$ cat src/rtl/acc_cpu_pkg.sv
package acc_cpu_pkg;

    localparam int CPU_DATA_W = 8;
    localparam int CPU_ADDR_W = 4;
    localparam int CPU_OP_W   = CPU_DATA_W - CPU_ADDR_W;

    localparam logic [CPU_OP_W-1:0] OP_NOP   = 4'h0;
    localparam logic [CPU_OP_W-1:0] OP_LOAD  = 4'h1;
    localparam logic [CPU_OP_W-1:0] OP_ADD   = 4'h2;
    localparam logic [CPU_OP_W-1:0] OP_STORE = 4'h3;
    localparam logic [CPU_OP_W-1:0] OP_HALT  = 4'hF;

    typedef enum logic [2:0] {
        ST_FETCH_ADDR,
        ST_FETCH_DATA,
        ST_DECODE,
        ST_OPER_ADDR,
        ST_EXECUTE,
        ST_HALTED
    } cpu_state_e;

endpackage

$ cat src/rtl/acc_cpu_ram.sv
module acc_cpu_ram #(
    parameter int DATA_W = 8,
    parameter int ADDR_W = 4
) (
    input  logic              clk,
    input  logic              we,
    input  logic [ADDR_W-1:0] waddr,
    input  logic [DATA_W-1:0] wdata,
    input  logic              re,
    input  logic [ADDR_W-1:0] raddr,
    output logic [DATA_W-1:0] rdata_q
);
    localparam int DEPTH = 1 << ADDR_W;

    logic [DATA_W-1:0] cells [DEPTH];

    always_ff @(posedge clk) begin
        if (we) begin
            cells[waddr] <= wdata;
        end
    end

    // Read register doubles as the memory data register.
    always_ff @(posedge clk) begin
        if (re) begin
            rdata_q <= cells[raddr];
        end
    end
endmodule

$ cat src/rtl/acc_cpu_alu.sv
module acc_cpu_alu #(
    parameter int DATA_W = 8
) (
    input  logic [DATA_W-1:0] lhs,
    input  logic [DATA_W-1:0] rhs,
    output logic [DATA_W-1:0] sum,
    output logic              cout
);
    logic [DATA_W:0] wide;

    always_comb begin
        wide = {1'b0, lhs} + {1'b0, rhs};
        sum  = wide[DATA_W-1:0];
        cout = wide[DATA_W];
    end
endmodule

$ cat src/rtl/acc_cpu_ctrl.sv
module acc_cpu_ctrl
    import acc_cpu_pkg::*;
#(
    parameter int OP_W = 4
) (
    input  logic            clk,
    input  logic            rst,
    input  logic [OP_W-1:0] opcode,
    output cpu_state_e      state_q,
    output logic            mar_from_pc,
    output logic            mar_from_ir,
    output logic            mdr_load,
    output logic            ir_load,
    output logic            acc_load,
    output logic            acc_add,
    output logic            mem_store,
    output logic            pc_inc,
    output logic            is_halted
);
    cpu_state_e state_d;

    always_ff @(posedge clk) begin
        if (rst) begin
            state_q <= ST_FETCH_ADDR;
        end else begin
            state_q <= state_d;
        end
    end

    always_comb begin
        state_d = state_q;
        unique case (state_q)
            ST_FETCH_ADDR: state_d = ST_FETCH_DATA;
            ST_FETCH_DATA: state_d = ST_DECODE;
            ST_DECODE:     state_d = ST_OPER_ADDR;
            ST_OPER_ADDR:  state_d = ST_EXECUTE;
            ST_EXECUTE:    state_d = (opcode == OP_HALT) ? ST_HALTED : ST_FETCH_ADDR;
            ST_HALTED:     state_d = ST_HALTED;
            default:       state_d = ST_FETCH_ADDR;
        endcase
    end

    always_comb begin
        mar_from_pc = 1'b0;
        mar_from_ir = 1'b0;
        mdr_load    = 1'b0;
        ir_load     = 1'b0;
        acc_load    = 1'b0;
        acc_add     = 1'b0;
        mem_store   = 1'b0;
        pc_inc      = 1'b0;
        is_halted   = 1'b0;
        unique case (state_q)
            ST_FETCH_ADDR: mar_from_pc = 1'b1;
            ST_FETCH_DATA: mdr_load    = 1'b1;
            ST_DECODE: begin
                ir_load     = 1'b1;
                mar_from_ir = 1'b1;
            end
            ST_OPER_ADDR:  mdr_load    = 1'b1;
            ST_EXECUTE: begin
                acc_load  = (opcode == OP_LOAD);
                acc_add   = (opcode == OP_ADD);
                mem_store = (opcode == OP_STORE);
                pc_inc    = (opcode != OP_HALT);
            end
            ST_HALTED:     is_halted   = 1'b1;
            default:       is_halted   = 1'b0;
        endcase
    end
endmodule

$ cat src/rtl/acc_cpu_core.sv
module acc_cpu_core
    import acc_cpu_pkg::*;
#(
    parameter int DATA_W = CPU_DATA_W,
    parameter int ADDR_W = CPU_ADDR_W
) (
    input  logic              clk,
    input  logic              rst,
    input  logic              load_we,
    input  logic [ADDR_W-1:0] load_addr,
    input  logic [DATA_W-1:0] load_data,
    output logic              halted,
    output logic              carry,
    output logic [ADDR_W-1:0] pc_dbg,
    output logic [DATA_W-1:0] acc_dbg
);
    localparam int OP_W = DATA_W - ADDR_W;

    logic [ADDR_W-1:0] pc_q;
    logic [ADDR_W-1:0] mar_q;
    logic [DATA_W-1:0] ir_q;
    logic [DATA_W-1:0] acc_q;
    logic              cy_q;
    logic [DATA_W-1:0] mdr_q;

    cpu_state_e state_q;
    logic mar_from_pc, mar_from_ir, mdr_load, ir_load;
    logic acc_load, acc_add, mem_store, pc_inc, is_halted;

    logic [DATA_W-1:0] alu_sum;
    logic              alu_cout;

    logic              ram_we;
    logic [ADDR_W-1:0] ram_waddr;
    logic [DATA_W-1:0] ram_wdata;

    acc_cpu_ctrl #(.OP_W(OP_W)) u_ctrl (
        .clk         (clk),
        .rst         (rst),
        .opcode      (ir_q[DATA_W-1 -: OP_W]),
        .state_q     (state_q),
        .mar_from_pc (mar_from_pc),
        .mar_from_ir (mar_from_ir),
        .mdr_load    (mdr_load),
        .ir_load     (ir_load),
        .acc_load    (acc_load),
        .acc_add     (acc_add),
        .mem_store   (mem_store),
        .pc_inc      (pc_inc),
        .is_halted   (is_halted)
    );

    acc_cpu_alu #(.DATA_W(DATA_W)) u_alu (
        .lhs  (acc_q),
        .rhs  (mdr_q),
        .sum  (alu_sum),
        .cout (alu_cout)
    );

    // Preload port owns the write side only while reset is held.
    always_comb begin
        ram_we    = rst ? load_we   : mem_store;
        ram_waddr = rst ? load_addr : mar_q;
        ram_wdata = rst ? load_data : acc_q;
    end

    acc_cpu_ram #(.DATA_W(DATA_W), .ADDR_W(ADDR_W)) u_ram (
        .clk     (clk),
        .we      (ram_we),
        .waddr   (ram_waddr),
        .wdata   (ram_wdata),
        .re      (mdr_load & ~rst),
        .raddr   (mar_q),
        .rdata_q (mdr_q)
    );

    always_ff @(posedge clk) begin
        if (rst) begin
            pc_q  <= '0;
            mar_q <= '0;
            ir_q  <= '0;
            acc_q <= '0;
            cy_q  <= 1'b0;
        end else begin
            if (mar_from_pc) mar_q <= pc_q;
            if (mar_from_ir) mar_q <= mdr_q[ADDR_W-1:0];
            if (ir_load)     ir_q  <= mdr_q;
            if (acc_load)    acc_q <= mdr_q;
            if (acc_add)     {cy_q, acc_q} <= {alu_cout, alu_sum};
            if (pc_inc)      pc_q  <= pc_q + 1'b1;
        end
    end

    assign halted  = is_halted;
    assign carry   = cy_q;
    assign pc_dbg  = pc_q;
    assign acc_dbg = acc_q;
endmodule

$ cat config.mk
export PLATFORM = sky130hd
export DESIGN_NAME = acc_cpu_core
export DESIGN_NICKNAME = d
export VERILOG_FILES = /design/src/rtl/acc_cpu_pkg.sv /design/src/rtl/acc_cpu_ram.sv /design/src/rtl/acc_cpu_alu.sv /design/src/rtl/acc_cpu_ctrl.sv /design/src/rtl/acc_cpu_core.sv
export SDC_FILE = /design/constraint.sdc
export NUM_CORES = 1
export LEC_CHECK = 0
export BUFFER_PORTS_ARGS = -buffer_cell sky130_fd_sc_hd__buf_2
export CAP_MARGIN = 10
export CELL_PAD_IN_SITES_DETAIL_PLACEMENT = 1
export CELL_PAD_IN_SITES_GLOBAL_PLACEMENT = 2
export CORE_MARGIN = 4
export CORE_UTILIZATION = 46
export DETAILED_ROUTE_END_ITERATION = 10
export GPL_TIMING_DRIVEN = 0
export MAX_ROUTING_LAYER = met4
export PLACE_DENSITY = 0.82
export SLEW_MARGIN = 25
export SYNTH_ARGS = -nofsm -noshare
export SYNTH_HDL_FRONTEND = slang
export SYNTH_SLANG_ARGS = --single-unit
$ cat constraint.sdc
create_clock -name clk -period 3.15 [get_ports clk]
set_clock_uncertainty 0.1 [all_clocks]
set_input_delay 0.4725 -clock clk [delete_from_list [all_inputs] [get_ports clk]]
set_output_delay 0.4725 -clock clk [all_outputs]
set_load 0.02 [all_outputs]
==> Word level (Yosys, flattened, before mapping) <==
Memory sizes are Yosys's and may differ from the RTL's. A register that Yosys moved wholly into a read port is not among the register bits.
Cells that the tools add are included.
{ "classes": {"addsub": 2, "multipliers": 0, "div_mod_pow": 0, "magnitude_cmp": 0, "eq_ne": 10, "shift": 0, "n_mux": 19, "bitwise_logic": 2, "reduce_logical": 4} }
{ "ops": {"columns": ["operator", "count"], "rows": [
  ["2-to-1 mux 8 bit", 3],
  ["case mux 3 bit (6 select lines)", 1],
  ["2-to-1 mux 4 bit", 3],
  ["2-to-1 mux 1 bit", 11],
  ["adder 8 x 8 -> 9 bit", 1],
  ["== test 4 x 2 -> 1 bit, second input constant", 2],
  ["== test 3 x 2 -> 1 bit, second input constant", 2],
  ["== test 3 bit, second input constant", 2],
  ["adder 4 x 1 -> 4 bit, second input constant", 1],
  ["== test 4 x 1 -> 1 bit, second input constant", 1],
  ["== test 4 bit, second input constant", 1],
  ["inequality test 4 bit, second input constant", 1],
  ["nonzero test 2 bit", 2],
  ["== test 3 x 1 -> 1 bit, second input constant", 1],
  ["zero test 3 bit", 1],
  ["2-to-1 mux 3 bit", 1],
  ["OR reduction 2 bit", 1],
  ["bitwise AND 1 bit", 1],
  ["inverter 1 bit", 1]
]} }
{ "word_totals": {"reg_bits": 28, "latch_bits": 0, "ram_bits": 128, "rom_bits": 0, "input_bits": 15, "out_inout_bits": 14, "elab_cells": 44, "memories": 1} }
{ "mem_list": {"columns": ["memory", "depth", "word_bits", "read_ports", "rd_clocked_by_memory_dff", "write_ports", "line", "text"], "rows": [
  ["u_ram.cells", 16, 8, 1, 1, 1, "acc_cpu_ram.sv:15", "logic [DATA_W-1:0] cells [DEPTH];"]
]} }

==> Longest topological paths before layout <==
Gate-level depths: netlist of the first run.
{ "depth": {"depth_word": 5, "depth_mapped": 6, "mapped_depth_nobuf": 6} }

==> Cells and area by module <==
From an unflattened synthesis of the first run, not the netlist that was laid out.
{ "unflattened": {"hier_cells": 402, "area_unflattened_um2": 6902.9} }
{ "modules_own_cells": {"columns": ["module", "instances", "cells_each", "area_each_um2", "seq_area_each_um2"], "rows": [
  ["acc_cpu_ram", 1, 229, 5227.5, 4083.9],
  ["acc_cpu_core", 1, 103, 1123.6, 420.4],
  ["acc_cpu_alu", 1, 42, 324.1, 0.0],
  ["acc_cpu_ctrl", 1, 28, 227.7, 60.1]
]} }

==> Worst setup path before layout of the first run <==
No wires, ideal clock.
{ "synth_path": {"path_kind": "reg-to-reg", "startpoint": "reg u_ctrl.state_q[0]", "endpoint": "mem u_ram.cells[8][0] (enable)", "setup_ns": 0.370, "arrival_ns": 1.818, "required_time_ns": 2.680, "setup_slack_ns": 0.862, "stages_incl_launch_ff": 7, "path_buffers": 2, "synth_period_minus_slack_ns": 2.288, "path_cell_list": "dfxtp_1 > buf_6 > or3_1 > buf_2 > o41ai_4 > o21ai_1 > nor2_1"} }
{ "synth_via": {"elab_chain_cells": 5} }
{ "synth_lines": {"columns": ["item", "line", "text"], "rows": [
  ["from (decl)", "acc_cpu_ctrl.sv:9", "output cpu_state_e state_q,"],
  ["from (signal assigned)", "acc_cpu_ctrl.sv:26", "state_q <= state_d;"],
  ["== test 3 bit", "acc_cpu_ctrl.sv:53", "unique case (state_q)"],
  ["2-to-1 mux 1 bit", "acc_cpu_ctrl.sv:53", null],
  ["2-to-1 mux 1 bit", "acc_cpu_core.sv:62", "ram_we = rst ? load_we : mem_store;"],
  ["2-to-1 mux 1 bit", "acc_cpu_ram.sv:18", "if (we) begin"],
  ["2-to-1 mux 1 bit (implied by the code)", "acc_cpu_ram.sv:19", "cells[waddr] <= wdata;"],
  ["to (decl)", "acc_cpu_ram.sv:15", null]
]} }
No other way between the ends.

==> Worst setup path after layout of the first run <==
{ "layout_path": {"startpoint": "reg u_ctrl.state_q[0]", "endpoint": "mem u_ram.cells[5][7] (enable)"} }
The elaborated chain is that of the path after synthesis.

==> impl_metrics.ini, run 1 <==
[final_layout]
fillCellCount = 1372
layout.cells.non_filler = 654
design_area_mm2 = 0.007752
layout_commonest_cell = edfxtp_1
final_cell_mix = edfxtp_1, mux4_2, nor2_1
drive_gt1_share_pct = 25.53
syn_to_final_growth_pct = 13.52
diodes = 0
layout.nets = 482

[critical_path]
end_kind = flip-flop
ff2ff_setup_slack_ns = 0.28
rr_startpoint = u_ctrl.state_q[0]
cp-start-kind = flip-flop
cp_max_fo = 10
cp_data_arrival_time_ns = 2.82
rr_endpoint = u_ram.cells[5][7]
crit_required_ns = 3.09
worstSetupPathType = flip-flop to flip-flop
ff2ff_path_depth = 6

[power]
p_comb_share_pct = 9.3
ir_drop_mv = 0.3962
p_int_w = 0.003611
pwr-share-clk_pct = 40.5
total_power_w = 0.004719
p_sw_share_pct = 23.47
p_sw_w = 0.001108
p_per_area_mw_per_mm2 = 608.7
p_seq_share_pct = 50.1
leakage_nw = 2.623

[synth]
syn_area_per_cell_um2 = 16.66
ys_types = 58
ys_seq_area_share_pct = 66.84
synth-warning-count = 0
synth_seq_cells = 160
async_flop_share_pct = 0
synth_area_mm2 = 0.006829
synth_nets = 435
synthFlopType = edfxtp_1
synth_cells = 410
synth-edff-count = 136

[clock_tree]
postCtsSetupBuffers = 0
clock_tree.buffer_depth = 2
htreeDepth = 4
tritoncts.num_buffers = 17
cts.repair.resized = 0
cts_tree = done
cts_root_buf = clkbuf_16
clock_sinks = 160
cts_hold_buf = 0
clk_pin_slew_ns = 0.06
clk_latency_ns = 0.42

[timing]
fin_ws_ns = 0.2753
maxSlewHeadroom_pct = 36.83
finalCritPeriodShare_pct = 91.26
fin_crit_ns = 2.875
hold_violations = 0
max_freq_mhz = 347.9
finalSetupTns_ns = 0
setup_viol = 0
drv_slew = 0
rsz0062_at_grt = false
worstMarginPinSlew_ns = 0.9441

[placement]
place_ws_ns = -0.1169
place_congestion = 0.9071
port_buffers = 28
dp_hpwl_um = 11610
placed_cell_area_mm2 = 0.007199
dp.cells = 622

[drt]
viasPerCell = 5.971
first_pass_iters = 4
wl_per_cell_um = 25.48
route.vias.total = 3905
routed_wl_um = 16670
ant_nets = 0
drcViolationCount = 0
drtIter0Drc = 366

[grt]
grt_pass1_wl_um = 25320
gr-total-overflow = 0
grt_pass1_vias = 3984
grt_usage_pct = 21.77
antenna_found_initial = 0
grt_max_degree = 17

[floorplanning]
die_w_um = 129.8
io_pins = 29
rows = 44
dieArea_mm2 = 0.01686
core_area_mm2 = 0.01453
initial_utilization_pct = 46.99
die_y_um = 129.8

[min_path]
whs_path_depth = 2
hold_end = carry
min-delay-start = carry
min_path_type = flip-flop to flip-flop

[run_status]
outcome = finished, final reports clean

[flow_run]
cap_violations = 0
## metal layers
metal	part of all wire, %	vias up	GRT usage, %	wire length [µm]
met1	45	2046	30.75	7509
met4	1.6	0	6.846	262
met3	5.0	20	3.684	835
met5	0	-	-	0
met2	48	104	32.82	8059
li1	-	1735	-	-
## critical path, stage by stage, from the launching register on
cell and delay (ns):
dfxtp_1 0.31, buf_6 0.13, or3_1 0.33, buf_2 0.21, o41ai_4 0.43, nand2_1 0.21, nor2_1 0.77
## sequential cells by signal (all words and copies together) (netlist names)
name and cells:
acc_dbg 8, u_ctrl.state_q 3, ir_q 4, carry 1, u_ram.rdata_q 8, mar_q 4
u_ram.cells 128, pc_dbg 4
## power by group through the flow
| stage | logic (W) | clock network (W) | registers [W] |
|---|---|---|---|
| floorplan | 0.000305 | 0 | 0.00240 |
| global placement | 0.000424 | 0 | 0.00241 |
| detailed placement | 0.000440 | 0 | 0.00241 |
| CTS | 0.000443 | 0.00194 | 0.00237 |
| global route | 0.000475 | 0.00204 | 0.00237 |
| finish | 0.000441 | 0.00191 | 0.00237 |
## how the worst max path moves through the flow
stage                      startpoint           endpoint  slack [ns]
floorplan           u_ctrl.state_q[0]  u_ram.cells[8][0]        0.86
global placement                  rst  u_ram.cells[5][1]        0.04
detailed placement                rst  u_ram.cells[5][1]       -0.12
CTS                 u_ctrl.state_q[0]  u_ram.cells[5][1]        0.25
global route        u_ctrl.state_q[0]  u_ram.cells[1][4]        0.14
finish              u_ctrl.state_q[0]  u_ram.cells[5][7]        0.28
## Yosys cell counts, types with 5 or more instances
| master | n | share of area, % |
|---|---|---|
| nand3_1 | 5 | 0.37 |
| or3_1 | 5 | 0.46 |
| mux2_2 | 8 | 1.3 |
| inv_1 | 8 | 0.44 |
| ha_1 | 9 | 1.6 |
| nand2_1 | 21 | 1.2 |
| clkbuf_1 | 11 | 0.60 |
| xor2_1 | 5 | 0.64 |
| nor3_1 | 5 | 0.37 |
| nor2_1 | 38 | 2.1 |
| mux4_2 | 40 | 13 |
| a22oi_1 | 5 | 0.55 |
| mux2i_1 | 8 | 1.2 |
| o41ai_1 | 5 | 0.64 |
| buf_2 | 6 | 0.44 |
| a21oi_1 | 8 | 0.59 |
| edfxtp_1 | 136 | 60 |
| dfxtp_1 | 24 | 7.0 |
## kinds of logic after synthesis
group,after synthesis,share of synthesized area (%)
AOI/OAI and AO/OA,51,5.882
and+or+nand+nor,92,6.431
muxes,56,15.68
xor gates and xnor gates,8,1.026
buffers and inverters,33,2.199
DFF,160,66.84
adders and majority gates,10,1.942
## metrics by stage
stage | hold WS (ns) | util [%]
final | 0.4246 | 53.34
after global placement | 0.4025 | 49.54
after detailed placement | 0.4145 | 49.54
after CTS | 0.4226 | 53.31
after floorplan | 0.3975 | -
after global routing | 0.4455 | 53.34
## final cells by class
| type | instances | area [µm²] | share of cell area [%] |
|---|---|---|---|
| Sequential cell | 160 | 4564 | 58.88 |
| Clock inverter | 13 | 115.1 | 1.485 |
| Inverter | 9 | 33.78 | 0.4358 |
| Timing Repair Buffer | 28 | 140.1 | 1.808 |
| Clock buffer | 19 | 432.9 | 5.584 |
| Buffer | 24 | 116.4 | 1.501 |
| Multi-Input combinational cell | 217 | 2120 | 27.34 |
| Tap cell | 184 | 230.2 | 2.970 |
Note: power is estimated with default switching activity, not from simulation.
==> inputs of run 2 (changes only) <==
Settings changed: CORE_UTILIZATION 46 to 50, PLACE_DENSITY 0.82 to 0.88.
Clock period 3.15 ns to 3.7 ns, I/O delays scaled along.
==> run 2 against run 1 <==
  * Total power fell by 15%
  * Final cell count fell by 1.5%
  * Core utilization rose by 4.9 points
  * Critical path depth rose by 1
  * Global-route usage rose by 0.96 points
  * Largest power group unchanged
==> impl_metrics.ini, run 2 (synthesis results as in run 1) <==
[run_status]
outcome = finished, final reports clean

[drt]
viasPerCell = 6.110
drcViolationCount = 0
first_pass_iters = 5
ant_nets = 0
routed_wl_um = 16430
wl_per_cell_um = 25.52
drtIter0Drc = 371
route.vias.total = 3935

[clock_tree]
tritoncts.num_buffers = 17
clk_pin_slew_ns = 0.06
clock_tree.buffer_depth = 2
htreeDepth = 4
cts.repair.resized = 0
cts_hold_buf = 0
clock_sinks = 160
clk_latency_ns = 0.42
cts_tree = done
postCtsSetupBuffers = 0
cts_root_buf = clkbuf_16

[placement]
place_congestion = 0.8462
port_buffers = 28
place_ws_ns = 0.3961
dp_hpwl_um = 11440

[critical_path]
cp_max_fo = 10
crit_required_ns = 3.65
ff2ff_path_depth = 6
rr_startpoint = u_ctrl.state_q[0]
ff2ff_setup_slack_ns = 0.79
cp_data_arrival_time_ns = 2.89
cp-start-kind = input pin
worstSetupPathType = input pin to flip-flop
rr_endpoint = u_ram.cells[0][7]
end_kind = flip-flop

[final_layout]
final_cell_mix = edfxtp_1, mux4_2, nor2_1
max_flop_register = u_ram.cells
layout_commonest_cell = edfxtp_1
layout.nets = 482
largest_reg_flops = 128
fillCellCount = 1230
drive_gt1_share_pct = 25.21
syn_to_final_growth_pct = 13.39
diodes = 0

[floorplanning]
initial_utilization_pct = 51.36
io_pins = 29
core_area_mm2 = 0.01330
die_y_um = 124.9
rows = 42
die_w_um = 124.9
dieArea_mm2 = 0.01559

[min_path]
hold_end = carry
min_path_type = flip-flop to flip-flop
min-delay-start = carry
whs_path_depth = 2

[grt]
gr-total-overflow = 0
grt_max_degree = 17
grt_pass1_vias = 4263
grt_pass1_wl_um = 25470
antenna_found_initial = 0
grt_usage_pct = 22.73

[power]
p_comb_share_pct = 9.2
leakage_nw = 2.618
p_int_w = 0.003126
p_per_area_mw_per_mm2 = 520.9
ir_drop_mv = 0.3936
p_sw_share_pct = 22.49
p_sw_w = 0.0009073
p_seq_share_pct = 50.0
pwr-share-clk_pct = 40.8

[timing]
maxSlewHeadroom_pct = 41.32
setup_viol = 0
max_freq_mhz = 340.1
rsz0062_at_grt = false
finalCritPeriodShare_pct = 79.48
worstMarginPinSlew_ns = 0.8769
fin_crit_ns = 2.941
fin_ws_ns = 0.7594
drv_slew = 0
hold_violations = 0
finalSetupTns_ns = 0

[flow_run]
cap_violations = 0
-- run 2: cell types whose count changed in the layout (fill, tap and decap cells not counted) --
| cell | change |
|---|---|
| clkbuf_1 | -1 |
| clkinv_4 | -5 |
| bufinv_16 | +1 |
| clkinvlp_4 | +2 |
| clkinv_1 | +1 |
-- run 2: area by class of cell --
cell class | count | area, µm² | share of cell area (%)
Timing Repair Buffer | 28 | 140.1 | 1.810
Sequential cell | 160 | 4564 | 58.94
Clock inverter | 12 | 120.1 | 1.551
Tap cell | 176 | 220.2 | 2.844
Buffer | 24 | 116.4 | 1.503
Multi-Input combinational cell | 217 | 2120 | 27.37
Clock buffer | 18 | 429.2 | 5.542
Inverter | 9 | 33.78 | 0.4363
-- run 2: metal layers --
metal / up-vias / GRT usage (%) / share of wire [%]
met5: - / - / 0
met4: 0 / 9.120 / 2.6
met3: 22 / 4.503 / 5.0
met2: 116 / 37.25 / 51
met1: 2071 / 28.07 / 41
li1: 1726 / - / -
-- run 2: through the flow --
stage	instance area (µm²)	total power, W	hold slack, ns	std cells	util [%]
CTS	7739	0.004061	0.4184	644	58.21
detailed placement	7189	0.002425	0.4094	614	54.07
global route	7744	0.004177	0.4463	644	58.24
floorplan	6829	0.002303	0.3975	410	-
global placement	7189	0.002407	0.3863	614	54.07
finish	7744	0.004034	0.4087	644	58.24
-- run 2: worst max-delay path by stage --
stage / startpoint / endpoint / slack, ns / depth (start not counted)
3_5_place_dp: rst / u_ram.cells[0][7] / 0.40 / 7
3_3_place_gp: rst / u_ram.cells[8][2] / 0.52 / 7
4_1_cts: u_ctrl.state_q[0] / u_ram.cells[9][0] / 0.80 / 6
5_1_grt: rst / u_ram.cells[9][3] / 0.64 / 7
2_1_floorplan: rst / u_ram.rdata_q[0] / 1.35 / 4
6_report: rst / u_ram.cells[0][7] / 0.76 / 7
-- run 2: power groups by stage --
stage	combinational [W]	sequential [W]	clock, W
after detailed placement	0.000372	0.00205	0
after global routing	0.000401	0.00202	0.00176
after global placement	0.000356	0.00205	0
after floorplan	0.000260	0.00204	0
final	0.000371	0.00202	0.00165
after CTS	0.000375	0.00202	0.00167
-- run 2: worst max-delay path, cell delays in order --
cell and delay, ns:
buf_2 0.11, clkbuf_1 0.36, clkbuf_1 0.52, nand2_1 0.20, o41ai_4 0.12, o21ai_1 0.28
nor2_1 0.73
==> inputs of run 3 (changes only) <==
Settings changed: CORE_UTILIZATION 50 to 42, PLACE_DENSITY 0.88 to 0.79.
Clock period 3.7 ns to 2.4 ns, I/O delays scaled along.
==> run 3 against run 2 <==
  * Combinational power is 68% higher
  * Die area rose by 18%
  * Final cell count grew 8.9%
==> impl_metrics.ini, run 3 (synthesis results as in run 1) <==
[run_status]
outcome = finished, final reports clean

[final_layout]
design_area_mm2 = 0.008254
layout.cells.non_filler = 701
syn_to_final_growth_pct = 20.87
layout.nets = 498
layout_commonest_cell = edfxtp_1
drive_gt1_share_pct = 34.23
final_cell_mix = edfxtp_1, mux4_2, buf_2
max_flop_register = u_ram.cells
diodes = 0
largest_reg_flops = 128

[clock_tree]
clock_tree.buffer_depth = 2
clk_latency_ns = 0.44
cts_hold_buf = 0
clk_pin_slew_ns = 0.07
cts_root_buf = clkbuf_16
cts_tree = done
tritoncts.num_buffers = 17
clock_sinks = 160
htreeDepth = 4

[grt]
antenna_found_initial = 0
grt_pass1_vias = 4256
gr-total-overflow = 0
grt_usage_pct = 20.81
grt_max_degree = 17
grt_pass1_wl_um = 26590

[drt]
viasPerCell = 5.643
first_pass_iters = 4
drtIter0Drc = 352
drcViolationCount = 0
wl_per_cell_um = 24.63
routed_wl_um = 17270
route.vias.total = 3956
ant_nets = 0

[power]
p_per_area_mw_per_mm2 = 764.3
leakage_nw = 2.782
total_power_w = 0.006309
ir_drop_mv = 0.7547

[floorplanning]
initial_utilization_pct = 42.99
die_y_um = 135.5
rows = 46
die_w_um = 135.5
dieArea_mm2 = 0.01836
io_pins = 29
core_area_mm2 = 0.01589

[timing]
worstMarginPinSlew_ns = 0.7206
setup_viol = 0
max_freq_mhz = 422.1
finalHoldWorstSlack_ns = 0.4125
rsz0062_at_grt = false
finalCritPeriodShare_pct = 98.72
maxSlewHeadroom_pct = 51.75
drv_slew = 0
finalSetupTns_ns = 0
fin_crit_ns = 2.369
hold_violations = 0

[min_path]
min_path_type = flip-flop to flip-flop
hold_end = carry
whs_path_depth = 2
min-delay-start = carry

[critical_path]
crit_required_ns = 2.60
worstSetupPathType = flip-flop to flip-flop
end_kind = flip-flop
cp_max_fo = 3
rr_startpoint = u_ram.rdata_q[0]
crit_start = u_ram.rdata_q[0]
ff2ff_setup_slack_ns = 0.03
crit_path_top_delay_cell = edfxtp_1
cp-start-kind = flip-flop
rr_endpoint = acc_dbg[6]
cp_data_arrival_time_ns = 2.57
crit_path_cell_trace = ha_1 -> fa_1 -> a21o_1 -> a221oi_1 -> or4_4 -> o211ai_2
ff2ff_path_depth = 6
cp_slowest_stage_delay_ns = 0.48

[placement]
dp.cells = 654
place_congestion = 0.8470
dp_hpwl_um = 11560
placed_cell_area_mm2 = 0.007244
port_buffers = 28

[flow_run]
cap_violations = 0
## run 3: how the worst max path moves through the flow
stage	end	slack (ns)	cells after the start
floorplan	u_ram.cells[8][0]	0.11	6
global placement	u_ram.cells[15][1]	-0.52	5
detailed placement	u_ram.cells[15][0]	-0.61	5
CTS	u_ram.rdata_q[7]	0.01	4
global route	u_ram.cells[7][3]	0.002	8
finish	acc_dbg[6]	0.03	6
## run 3: cell type report
cell class,instances,area [µm²]
clock buffer,17,425.4
fill,1526,7631
inverter,9,33.78
buffer,24,132.6
sequential,160,4564
multi-input combinational,217,2276
clock inverter,14,128.9
timing repair buffer,44,422.9
tap,216,270.3
## run 3: worst max-delay path, delay by kind of cell (launching register included)
family,cells,cell delay (ns)
fa+ha+maj,2,0.70
flops,1,0.48
compound gates,3,0.73
simple gates,1,0.22
## run 3: timing repair
item,CTS,global route
pin swaps,14,1
resized for setup,41,8
setup endpoints to repair,136,87
gates cloned,0,0
buffers inserted,15,1
## run 3: where the power goes
part	internal [W]	switching (W)	leakage (nW)	total [W]
registers	0.00307	0.0000347	1.44	0.00311
clock network	0.00144	0.00114	0.269	0.00258
logic	0.000263	0.000359	1.07	0.000622
## run 3: metal layers
| metal | wire length [µm] | track usage [%] | vias up |
|---|---|---|---|
| met5 | 0 | - | - |
| met4 | 169 | 6.159 | 0 |
| met3 | 1042 | 5.089 | 11 |
| met2 | 8757 | 32.91 | 110 |
| met1 | 7296 | 27.02 | 2063 |
| li1 | - | - | 1772 |
## run 3: metrics by stage
step	worst slack (ns)	util [%]
finish	0.03074	51.96
global route	0.002027	51.96
CTS	0.01198	51.68
detailed placement	-0.6076	45.60
global placement	-0.5225	45.57
floorplan	0.1115	-
